[src/rtl/tt_cache_pkg.sv]
package tt_cache_pkg;

  // Index of the lowest set bit; zero when the vector is empty.
  function automatic logic [5:0] lowest_one(input logic [63:0] vec);
    logic [5:0] idx;
    idx = '0;
    for (int i = 63; i >= 0; i--) begin
      if (vec[i]) idx = 6'(i);
    end
    return idx;
  endfunction

endpackage

[src/rtl/tt_cache_match.sv]
module tt_cache_match #(
  parameter int WAYS  = 8,
  parameter int TAG_W = 6,
  parameter int TID_W = 1,
  localparam int WAY_W = (WAYS > 1) ? $clog2(WAYS) : 1
) (
  input  logic                             clk,
  input  logic                             rst_n,
  input  logic [WAYS-1:0]                  way_valid,
  input  logic [WAYS-1:0][TID_W-1:0]       way_tid,
  input  logic [WAYS-1:0][TAG_W-1:0]       way_tag,
  input  logic [TID_W-1:0]                 key_tid,
  input  logic [TAG_W-1:0]                 key_tag,
  output logic [WAYS-1:0]                  hit_vec,
  output logic                             hit_any,
  output logic [WAY_W-1:0]                 hit_way
);
  import tt_cache_pkg::*;

  genvar g;
  generate
    for (g = 0; g < WAYS; g++) begin : g_cmp
      assign hit_vec[g] = way_valid[g] && (way_tid[g] == key_tid) && (way_tag[g] == key_tag);
    end
  endgenerate

  assign hit_any = |hit_vec;
  assign hit_way = WAY_W'(lowest_one(64'(hit_vec)));

  AST_NO_MULTI_HIT: assert property (@(posedge clk) disable iff (!rst_n)
    $onehot0(hit_vec));

endmodule

[src/rtl/tt_cache_store.sv]
module tt_cache_store #(
  parameter int SETS    = 4,
  parameter int WAYS    = 8,
  parameter int TAG_W   = 6,
  parameter int TID_W   = 1,
  parameter int DATA_W  = 16,
  parameter int THREADS = 2,
  localparam int IDX_W  = (SETS > 1) ? $clog2(SETS) : 1,
  localparam int WAY_W  = (WAYS > 1) ? $clog2(WAYS) : 1
) (
  input  logic                          clk,
  input  logic                          rst_n,
  input  logic [THREADS-1:0]            flush,
  input  logic                          wr_en,
  input  logic [IDX_W-1:0]              wr_set,
  input  logic [WAY_W-1:0]              wr_way,
  input  logic [TID_W-1:0]              wr_tid,
  input  logic [TAG_W-1:0]              wr_tag,
  input  logic [DATA_W-1:0]             wr_data,
  input  logic [IDX_W-1:0]              a_set,
  output logic [WAYS-1:0]               a_valid,
  output logic [WAYS-1:0][TID_W-1:0]    a_tid,
  output logic [WAYS-1:0][TAG_W-1:0]    a_tag,
  output logic [WAYS-1:0][DATA_W-1:0]   a_data,
  input  logic [IDX_W-1:0]              b_set,
  output logic [WAYS-1:0]               b_valid,
  output logic [WAYS-1:0][TID_W-1:0]    b_tid,
  output logic [WAYS-1:0][TAG_W-1:0]    b_tag
);

  logic [WAYS-1:0]             valid_q [SETS];
  logic [WAYS-1:0][TID_W-1:0]  tid_q   [SETS];
  logic [WAYS-1:0][TAG_W-1:0]  tag_q   [SETS];
  logic [WAYS-1:0][DATA_W-1:0] data_q  [SETS];
  logic [THREADS-1:0]          owned;

  // A way survives this cycle's flush unless its owner is being flushed.
  function automatic logic [WAYS-1:0] after_flush(input logic [WAYS-1:0] v,
                                                  input logic [WAYS-1:0][TID_W-1:0] t,
                                                  input logic [THREADS-1:0] f);
    logic [WAYS-1:0] r;
    for (int w = 0; w < WAYS; w++) r[w] = v[w] && !f[t[w]];
    return r;
  endfunction

  always_ff @(posedge clk or negedge rst_n) begin
    if (!rst_n) begin
      for (int s = 0; s < SETS; s++) begin
        valid_q[s] <= '0;
        tid_q[s]   <= '0;
        tag_q[s]   <= '0;
        data_q[s]  <= '0;
      end
    end else begin
      for (int s = 0; s < SETS; s++) begin
        valid_q[s] <= after_flush(valid_q[s], tid_q[s], flush);
      end
      if (wr_en) begin
        valid_q[wr_set][wr_way] <= 1'b1;
        tid_q[wr_set][wr_way]   <= wr_tid;
        tag_q[wr_set][wr_way]   <= wr_tag;
        data_q[wr_set][wr_way]  <= wr_data;
      end
    end
  end

  // Read views already reflect this cycle's flush.
  assign a_valid = after_flush(valid_q[a_set], tid_q[a_set], flush);
  assign a_tid   = tid_q[a_set];
  assign a_tag   = tag_q[a_set];
  assign a_data  = data_q[a_set];
  assign b_valid = after_flush(valid_q[b_set], tid_q[b_set], flush);
  assign b_tid   = tid_q[b_set];
  assign b_tag   = tag_q[b_set];

  always_comb begin
    owned = '0;
    for (int s = 0; s < SETS; s++)
      for (int w = 0; w < WAYS; w++)
        if (valid_q[s][w]) owned[tid_q[s][w]] = 1'b1;
  end

  genvar t;
  generate
    for (t = 0; t < THREADS; t++) begin : g_flush_chk
      AST_FLUSH_EMPTIES: assert property (@(posedge clk) disable iff (!rst_n)
        flush[t] && !(wr_en && wr_tid == TID_W'(t)) |=> !owned[t]);
    end
  endgenerate

endmodule

[src/rtl/tt_cache_lru.sv]
module tt_cache_lru #(
  parameter int SETS = 4,
  parameter int WAYS = 8,
  localparam int IDX_W = (SETS > 1) ? $clog2(SETS) : 1,
  localparam int WAY_W = (WAYS > 1) ? $clog2(WAYS) : 1,
  localparam int AGE_W = WAY_W
) (
  input  logic             clk,
  input  logic             rst_n,
  input  logic             fill_en,
  input  logic [IDX_W-1:0] fill_set,
  input  logic [WAY_W-1:0] fill_way,
  input  logic             hit_en,
  input  logic [IDX_W-1:0] hit_set,
  input  logic [WAY_W-1:0] hit_way,
  input  logic [IDX_W-1:0] rd_set,
  output logic [WAY_W-1:0] oldest_way
);

  typedef logic [WAYS-1:0][AGE_W-1:0] age_vec_t;

  age_vec_t        age_q [SETS];
  logic [WAYS-1:0] at_max;

  // Make way w the youngest; every way younger than it ages by one.
  function automatic age_vec_t touch(input age_vec_t a, input logic [WAY_W-1:0] w);
    age_vec_t r;
    r = a;
    for (int i = 0; i < WAYS; i++) begin
      if (a[i] < a[w]) r[i] = a[i] + AGE_W'(1);
    end
    r[w] = '0;
    return r;
  endfunction

  function automatic age_vec_t initial_ages();
    age_vec_t r;
    for (int i = 0; i < WAYS; i++) r[i] = AGE_W'(i);
    return r;
  endfunction

  always_ff @(posedge clk or negedge rst_n) begin
    if (!rst_n) begin
      for (int s = 0; s < SETS; s++) age_q[s] <= initial_ages();
    end else begin
      for (int s = 0; s < SETS; s++) begin
        age_vec_t nxt;
        nxt = age_q[s];
        if (fill_en && fill_set == IDX_W'(s)) nxt = touch(nxt, fill_way);
        if (hit_en && hit_set == IDX_W'(s))   nxt = touch(nxt, hit_way);
        age_q[s] <= nxt;
      end
    end
  end

  always_comb begin
    oldest_way = '0;
    for (int i = 0; i < WAYS; i++) begin
      at_max[i] = (age_q[rd_set][i] == AGE_W'(WAYS - 1));
      if (at_max[i]) oldest_way = WAY_W'(i);
    end
  end

  AST_ONE_OLDEST: assert property (@(posedge clk) disable iff (!rst_n)
    $countones(at_max) == 1);

endmodule

[src/rtl/tt_cache.sv]
module tt_cache #(
  parameter int THREADS = 2,
  parameter int SETS    = 4,
  parameter int WAYS    = 8,
  parameter int ADDR_W  = 8,
  parameter int DATA_W  = 16,
  localparam int TID_W  = (THREADS > 1) ? $clog2(THREADS) : 1,
  localparam int IDX_W  = (SETS > 1) ? $clog2(SETS) : 1,
  localparam int TAG_W  = ADDR_W - IDX_W,
  localparam int WAY_W  = (WAYS > 1) ? $clog2(WAYS) : 1
) (
  input  logic                clk,
  input  logic                rst_n,
  input  logic                lk_valid,
  input  logic [TID_W-1:0]    lk_tid,
  input  logic [ADDR_W-1:0]   lk_addr,
  output logic                rsp_valid,
  output logic                rsp_hit,
  output logic [WAY_W-1:0]    rsp_way,
  output logic [DATA_W-1:0]   rsp_data,
  input  logic                fill_valid,
  input  logic [TID_W-1:0]    fill_tid,
  input  logic [ADDR_W-1:0]   fill_addr,
  input  logic [DATA_W-1:0]   fill_data,
  input  logic [THREADS-1:0]  flush_thread
);
  import tt_cache_pkg::*;

  function automatic logic [IDX_W-1:0] set_of(input logic [ADDR_W-1:0] a);
    return a[IDX_W-1:0];
  endfunction

  function automatic logic [TAG_W-1:0] tag_of(input logic [ADDR_W-1:0] a);
    return a[ADDR_W-1:IDX_W];
  endfunction

  logic [IDX_W-1:0] lk_set, fl_set;
  logic [TAG_W-1:0] lk_tag, fl_tag;

  assign lk_set = set_of(lk_addr);
  assign lk_tag = tag_of(lk_addr);
  assign fl_set = set_of(fill_addr);
  assign fl_tag = tag_of(fill_addr);

  // Store views: a = lookup set, b = fill set
  logic [WAYS-1:0]             a_valid, b_valid;
  logic [WAYS-1:0][TID_W-1:0]  a_tid, b_tid;
  logic [WAYS-1:0][TAG_W-1:0]  a_tag, b_tag;
  logic [WAYS-1:0][DATA_W-1:0] a_data;

  // Fill placement
  logic [WAYS-1:0]  fill_dup_vec;
  logic             fill_dup;
  logic [WAY_W-1:0] fill_dup_way;
  logic             free_any;
  logic [WAY_W-1:0] free_way;
  logic [WAY_W-1:0] lru_way;
  logic [WAY_W-1:0] fill_way;

  // Lookup view after same-cycle fill
  logic [WAYS-1:0]             lv_valid;
  logic [WAYS-1:0][TID_W-1:0]  lv_tid;
  logic [WAYS-1:0][TAG_W-1:0]  lv_tag;
  logic [WAYS-1:0][DATA_W-1:0] lv_data;
  logic [WAYS-1:0]             lk_hit_vec;
  logic                        lk_match;
  logic [WAY_W-1:0]            lk_hit_way;
  logic                        lk_hit;

  tt_cache_store #(
    .SETS(SETS), .WAYS(WAYS), .TAG_W(TAG_W), .TID_W(TID_W),
    .DATA_W(DATA_W), .THREADS(THREADS)
  ) u_store (
    .clk     (clk),
    .rst_n   (rst_n),
    .flush   (flush_thread),
    .wr_en   (fill_valid),
    .wr_set  (fl_set),
    .wr_way  (fill_way),
    .wr_tid  (fill_tid),
    .wr_tag  (fl_tag),
    .wr_data (fill_data),
    .a_set   (lk_set),
    .a_valid (a_valid),
    .a_tid   (a_tid),
    .a_tag   (a_tag),
    .a_data  (a_data),
    .b_set   (fl_set),
    .b_valid (b_valid),
    .b_tid   (b_tid),
    .b_tag   (b_tag)
  );

  tt_cache_match #(.WAYS(WAYS), .TAG_W(TAG_W), .TID_W(TID_W)) u_fill_match (
    .clk       (clk),
    .rst_n     (rst_n),
    .way_valid (b_valid),
    .way_tid   (b_tid),
    .way_tag   (b_tag),
    .key_tid   (fill_tid),
    .key_tag   (fl_tag),
    .hit_vec   (fill_dup_vec),
    .hit_any   (fill_dup),
    .hit_way   (fill_dup_way)
  );

  assign free_any = ~&b_valid;
  assign free_way = WAY_W'(lowest_one(64'(~b_valid)));

  tt_cache_lru #(.SETS(SETS), .WAYS(WAYS)) u_lru (
    .clk        (clk),
    .rst_n      (rst_n),
    .fill_en    (fill_valid),
    .fill_set   (fl_set),
    .fill_way   (fill_way),
    .hit_en     (lk_hit),
    .hit_set    (lk_set),
    .hit_way    (lk_hit_way),
    .rd_set     (fl_set),
    .oldest_way (lru_way)
  );

  // Priority: existing key, then lowest empty way, then oldest way.
  always_comb begin
    if (fill_dup)      fill_way = fill_dup_way;
    else if (free_any) fill_way = free_way;
    else               fill_way = lru_way;
  end

  // Same-cycle fill into the lookup set is visible to the lookup.
  always_comb begin
    lv_valid = a_valid;
    lv_tid   = a_tid;
    lv_tag   = a_tag;
    lv_data  = a_data;
    if (fill_valid && fl_set == lk_set) begin
      lv_valid[fill_way] = 1'b1;
      lv_tid[fill_way]   = fill_tid;
      lv_tag[fill_way]   = fl_tag;
      lv_data[fill_way]  = fill_data;
    end
  end

  tt_cache_match #(.WAYS(WAYS), .TAG_W(TAG_W), .TID_W(TID_W)) u_lk_match (
    .clk       (clk),
    .rst_n     (rst_n),
    .way_valid (lv_valid),
    .way_tid   (lv_tid),
    .way_tag   (lv_tag),
    .key_tid   (lk_tid),
    .key_tag   (lk_tag),
    .hit_vec   (lk_hit_vec),
    .hit_any   (lk_match),
    .hit_way   (lk_hit_way)
  );

  assign lk_hit = lk_valid && lk_match;

  always_ff @(posedge clk or negedge rst_n) begin
    if (!rst_n) begin
      rsp_valid <= 1'b0;
      rsp_hit   <= 1'b0;
      rsp_way   <= '0;
      rsp_data  <= '0;
    end else begin
      rsp_valid <= lk_valid;
      rsp_hit   <= lk_hit;
      rsp_way   <= lk_hit ? lk_hit_way : '0;
      rsp_data  <= lk_hit ? lv_data[lk_hit_way] : '0;
    end
  end

  AST_RSP_FOLLOWS_REQ: assert property (@(posedge clk) disable iff (!rst_n)
    lk_valid |=> rsp_valid);
  AST_MISS_IS_ZERO: assert property (@(posedge clk) disable iff (!rst_n)
    rsp_valid && !rsp_hit |-> rsp_way == '0 && rsp_data == '0);
  AST_HIT_NEEDS_REQ: assert property (@(posedge clk) disable iff (!rst_n)
    rsp_hit |-> rsp_valid);
  AST_NO_EVICT_WHEN_FREE: assert property (@(posedge clk) disable iff (!rst_n)
    fill_valid && !fill_dup && free_any |-> !b_valid[fill_way]);
  AST_DUP_REUSES_WAY: assert property (@(posedge clk) disable iff (!rst_n)
    fill_valid && fill_dup |-> fill_dup_vec[fill_way]);

endmodule

[config.mk]
export PLATFORM = sky130hd
export DESIGN_NAME = tt_cache
export DESIGN_NICKNAME = d
export VERILOG_FILES = /design/src/rtl/tt_cache_pkg.sv /design/src/rtl/tt_cache_match.sv /design/src/rtl/tt_cache_store.sv /design/src/rtl/tt_cache_lru.sv /design/src/rtl/tt_cache.sv
export SDC_FILE = /design/constraint.sdc
export NUM_CORES = 2
export LEC_CHECK = 0
export BUFFER_PORTS_ARGS = -buffer_cell sky130_fd_sc_hd__buf_4
export CORE_ASPECT_RATIO = 1.75
export CORE_MARGIN = 8
export CORE_UTILIZATION = 58
export CTS_CLUSTER_SIZE = 8
export DETAILED_ROUTE_END_ITERATION = 7
export MAX_ROUTING_LAYER = met4
export PLACE_DENSITY = 0.77
export SKIP_CTS_REPAIR_TIMING = 1
export SYNTH_ARGS = -nofsm -noshare
export SYNTH_HDL_FRONTEND = slang
export SYNTH_SLANG_ARGS = --single-unit
[constraint.sdc]
create_clock -name clk -period 7.3 [get_ports clk]
set_input_delay 0.365 -clock clk [delete_from_list [all_inputs] [get_ports clk]]
set_output_delay 0.365 -clock clk [all_outputs]
set_load 0.02 [all_outputs]
# Word level (Yosys, flattened, before mapping)

Cells that the tools add are included.
W data, S select, Z words.

Register bits after elaboration: 885
Latch bits: 0
RAM bits: 0
ROM bits: 0
Input port bits: 40
Output and inout bits: 21
Word-level logic and storage cells: 918
Memories kept: 0

Add/subtract/negate cells: 64
$mul: 0
Divide/modulo/power cells: 0
Order comparisons: 119
Equality and inequality tests: 46
Shift-type cells: 0
Multiplexer cells: 392
Bitwise logic cells: 15
Reduce and logical (&&, ||, !) cells: 146

Operator list:

| cell                  | number |
|---|---|
| $mux W3               | 225 |
| $bwmux W512           | 1 |
| $mux W128             | 4 |
| $mux W48              | 6 |
| $bmux W128 S2         | 1 |
| $demux W128 S2        | 1 |
| $mux W24              | 10 |
| $add A3 B1 Y3 const B | 64 |
| $and A24 B24 Y24      | 8 |
| $bmux W48 S2          | 2 |
| $bwmux W192           | 1 |
| $lt A3 B3 Y1          | 64 |
| $bwmux W128           | 1 |
| $mux W1               | 98 |
| $demux W48 S2         | 1 |
| $eq A6 B6 Y1          | 16 |
| $lt A1 B2 Y1 const B  | 48 |
| $logic_and A1 B1 Y1   | 93 |
| $mux W8               | 11 |
| $bmux W3 S3           | 8 |
| $bmux W8 S2           | 4 |
| $not A8 Y64           | 1 |
| $bmux W16 S3          | 1 |
| $bmux W24 S2          | 1 |
| other kinds (29)      | 112 |

# Longest topological paths before layout

Depth after elaboration: 99
Gate-level depth with buffers: 38
Mapped depth without buffers: 30

# Cells and area by module

A second synthesis with hierarchy kept.

Cell total of the unflattened synthesis: 4674
Area total of the unflattened synthesis: 54883.9 sq um

Modules (own cells, without submodules):

| module         | times used | cells an instance | area an instance (sq um) | sequential area each (sq um) |
|---|---|---|---|---|
| tt_cache_store | 1          | 2132              | 35303.9                  | 19218.4 |
| tt_cache_lru   | 1          | 1936              | 14640.3                  | 2462.4 |
| tt_cache       | 1          | 402               | 3358.2                   | 525.5 |
| tt_cache_match | 2          | 102               | 790.8                    | 0.0 |

# Worst setup path after synthesis

No wires, ideal clock.

Kind: input-to-reg
Start: input port fill_addr[0]
End: register u_lru.age_q[4] (netlist bit)
Arrival: 8.136 ns
Setup slack: -0.957 ns
Stages on the path: 31
Cells stage by stage: buf_6 buf_6 mux4_2 nor3_1 o311ai_1 nor4b_1 mux2_4 or4_1 buf_4 nand2_1 buf_2 buf_1 and3_1 a21oi_1 a221oi_1 ha_1 a21oi_1 nand2_1 a211oi_1 o21ai_0 xor2_1 nor2_1 a222oi_1 o211ai_1 a211oi_1 ha_1 inv_1 a311oi_1 a311oi_1 o21ai_0 a32o_1

Longest elaborated chain between the ends: 43

Ends and longest elaborated chain:

| item                                                                 | line               | RTL |
|---|---|---|
| start, declared                                                      | tt_cache.sv:23     | `input logic [ADDR_W-1:0] fill_addr,` |
| parallel branches: the longest is 42 deep, another holds $not A8 Y64 | n/a                |  |
| $mux W24 (*)                                                         | tt_cache_lru.sv:50 | `if (hit_en && hit_set == IDX_W'(s)) nxt = touch(nxt, hit_way);` |
| end signal, assigned by index                                        | tt_cache_lru.sv:51 | `age_q[s] <= nxt;` |
| end, declared                                                        | tt_cache_lru.sv:22 | `age_vec_t age_q [SETS];` |

Mark *: on every way between the ends. The select of a mux whose other input is x is not followed.
A chain may end at the register's enable or synchronous reset.

# Final worst setup path

Start: register u_lru.age_q[20] (netlist bit)
End: register u_lru.age_q[71] (netlist bit)

Longest elaborated chain between the ends: 32

Ends and longest elaborated chain:

| item                                                                  | line               | RTL |
|---|---|---|
| $bmux W24 S2 (*)                                                      | n/a                |  |
| $mux W24 (*) (2 in a row)                                             | n/a                |  |
| $eq A3 B3 Y1 (*)                                                      | tt_cache_lru.sv:59 | `at_max[i] = (age_q[rd_set][i] == AGE_W'(WAYS - 1));` |
| $mux W3 (*) (2 in a row)                                              | tt_cache_lru.sv:60 | `if (at_max[i]) oldest_way = WAY_W'(i);` |
| $mux W3 (*)                                                           | tt_cache.sv:126    | `else if (free_any) fill_way = free_way;` |
| $mux W3 (*)                                                           | tt_cache.sv:125    | `if (fill_dup) fill_way = fill_dup_way;` |
| parallel branches: the longest is 23 deep, another holds $lt A3 B4 Y1 | n/a                |  |
| $mux W24 (*)                                                          | tt_cache_lru.sv:50 |  |

Marked as above.

==> flow_summary.json <==
{
  "yosysWarnings": 0,
  "critPathCaptureType": "flip-flop",
  "crit_slowest_cell": "dfstp_2",
  "pre_cts_slack_ps": -717,
  "fin_area_sq_um": 62900,
  "worst_slew_pin_slew_ps": 1220,
  "slew_headroom_pct": 18.7,
  "num_rows": 147,
  "path_class": "flip-flop to flip-flop",
  "yosys_most_used_dff": "dfrtp_1",
  "switching_share_pct": 32.0,
  "cts_tree": "done",
  "ant_nets": 0,
  "drt_iter0_drc": 4732,
  "fmax_mhz": 140,
  "power_frac_comb_pct": 26.1,
  "ir_drop_v": 0.000263,
  "drive_gt1_share_pct": 28.8,
  "grt_pass1_wl_um": 309000,
  "clkPwrFrac_pct": 35.1,
  "min_period_over_period_pct": 97.8,
  "port_buffers": 60,
  "async_flop_share_pct": 100,
  "grt_setup_unrepaired": "true",
  "dieWidth_um": 246,
  "finalSetupViolations": 0,
  "max_cap_viol_count": 0,
  "die_area_sq_um": 103000,
  "min_path_type": "primary input to flip-flop",
  "setup_ws_ps": 161,
  "insertion_delay_ps": 750,
  "final_max_slew_viol_count": 0,
  "cpLargestDelayFamily": "compound AO/OA/AOI/OAI gates",
  "synth_edf_count": 0,
  "wl_per_cell_um": 30.3,
  "slowest_delay_ps": 530,
  "antenna_found_initial": 5,
  "drc": 0,
  "place_hpwl_um": 147000,
  "power_density_nw_per_um2": 238,
  "fin_nets": 5910,
  "grt_max_degree": 165,
  "grtUsageTotal_pct": 41.9,
  "cts_root_buffer": "clkbuf_16",
  "routed_wl_um": 211000,
  "p_sw_w": 0.00478,
  "h-tree-depth": 3,
  "synthesis.area_sq_um": 53500,
  "cts_made_buffers": 121,
  "cts_sinks": 885,
  "drtPass1Iterations": 7,
  "final.fill_count": 6860,
  "initial_utilization_pct": 58.4,
  "multi_input_area_sq_um": 30000,
  "p_leak_nw": 29.7,
  "fp.dieH_um": 418,
  "synth_cell_types": 95,
  "path_buf_inv": 5,
  "start_kind": "flip-flop",
  "intPower_w": 0.0102,
  "worst_ep_required_time_ps": 7940,
  "coreArea_sq_um": 91600,
  "postPlaceCellArea_sq_um": 59000,
  "critPathMaxFanout": 7,
  "clk_path_buf_depth": 3,
  "syn_nets": 5488,
  "regToRegSetupSlack_ps": 160,
  "avgSynthCellArea_sq_um": 10.1,
  "finalCriticalPeriod_ps": 7140,
  "synthToLayoutAreaGrowth_pct": 17.7,
  "clkTransAtPathRegs_ps": 70,
  "gp_congestion": 1.10,
  "skew_ps": 42.3,
  "grt_pass1_vias": 48500,
  "status": "finished, final reports clean",
  "seq_area_frac_synth_pct": 41.5,
  "crit_top_cell": "buf_4",
  "vias": 47000,
  "ios": 61,
  "viasPerCell": 6.76,
  "postSynthCellCount": 5288,
  "crit_arrival_ps": 7770,
  "p_seq_share_pct": 38.8,
  "overflow": 0,
  "regArea_sq_um": 22200,
  "hold_viol_final": 0,
  "synth_seq_cells": 885
}
[cell usage after synthesis, types with 38 or more instances]
cell type     n  share of area [%]
buf_1        46               0.32
nor4_1       40               0.47
o22ai_1      38               0.44
ha_1        160                3.7
inv_1        88               0.62
mux2i_1     230                4.3
xnor2_1     135                2.2
o21ai_0     240                2.2
nor2_1      206                1.4
a21oi_1     173                1.6
mux4_2      228                9.6
a31oi_1      40               0.47
nand2_1    1231                8.6
dfstp_2      48                2.4
nand4_1      42               0.49
mux2_2      412                8.7
clkbuf_1    307                2.2
nand3_1      98               0.92
nor3_1       58               0.54
dfrtp_1     837                 39
[stage by stage]
stage	power, W	std cells	hold slack (ps)	utilization, %	setup TNS, ps
global placement	0.00949	6756	452	64.4	-25390
CTS	0.0148	6920	-282	68.1	-2180
global route	0.0156	6948	44.9	68.7	-401
finish	0.0149	6950	34.4	68.7	0
detailed placement	0.00959	6756	457	64.4	-29270
floorplan	0.00797	5288	69.4	-	0
[kinds of logic (layout without fill, tap and decap cells)]
family	after synthesis	count (layout)	synth area share [%]
buf+inv	482	945	3.56
simple gates	1864	1864	15.1
fa+ha+maj	186	186	4.24
flops	885	885	41.5
mux	871	871	22.6
other cells	0	7	0
compound gates	831	831	10.2
xor+xnor	169	169	2.77
[worst min-delay path: stages]
cell     delay, ps
buf_4          220
nand2_1        100
nand2_1         50
[flip-flops by register name, indices dropped and copies added, names as in the netlist]
| name | cells |
|---|---|
| u_store.data_q | 512 |
| u_store.tag_q | 192 |
| u_lru.age_q | 96 |
| u_store.tid_q | 32 |
| u_store.valid_q | 32 |
| rsp_data | 16 |
| rsp_way | 3 |
| rsp_hit | 1 |
| rsp_valid | 1 |
[per-layer routing]
metal  vias to the layer above  global-route usage (%)  share of wire (%)
met1                     23400                    43.8                 33
met3                      1104                    8.17                7.6
met4                         0                    36.9                 11
met5                         -                       -                  0
li1                      19800                       -                  -
met2                      2670                    67.1                 48
[power by group through the flow]
stage               clock network [W]  registers (W)  logic [W]
finish                        0.00525        0.00580    0.00390
global route                  0.00548        0.00582    0.00425
CTS                           0.00529        0.00578    0.00377
detailed placement                  0        0.00585    0.00374
global placement                    0        0.00583    0.00367
floorplan                           0        0.00568    0.00229
[layout make-up]
cell class              instances  share of cell area, %
clock buffers                 159                   5.17
multi-input cells            3921                   47.6
repair buffers                692                   8.81
flip-flops and latches        885                   35.3
inverters                      89                  0.531
clock inverters                 5                  0.201
well taps                    1192                   2.37
diodes                          7                 0.0278
[worst paths after layout]
path,start,to,depth (start not counted)
setup / recovery,u_lru.age_q[20],u_lru.age_q[71],28
hold / removal,fill_data[0],u_store.data_q[96],3
setup reg to reg,u_lru.age_q[20],u_lru.age_q[71],28
hold reg to reg,u_store.data_q[154],u_store.data_q[154],2
max in group asynchronous,rst_n,u_lru.age_q[5],4
min in group asynchronous,rst_n,u_store.tag_q[113],2
[cells in the final DEF (no fill, tap or decap), drive strengths merged, types with 16 or more instances in the layout]
cell and instances:
and3 21, nor3 58, a2111oi 16, a211o 18, mux2i 230, maj3 26, nand2b 23, nand3 98
ha 160, dfstp 48, dfrtp 837, clkbuf 159, mux2 413, o211ai 34, a21oi 173, or3 20
or2 18, nand3b 18, nor2 208, a211oi 26, a21o 25, nand4 42, buf 688, mux4 228
o22ai 38, xor2 34, and2 19, a221oi 26, xnor2 135, o21a 26, a31oi 40, inv 89
nand2 1231, nor4 43, o21ai 247
Note: power is estimated with default switching activity, not from simulation.
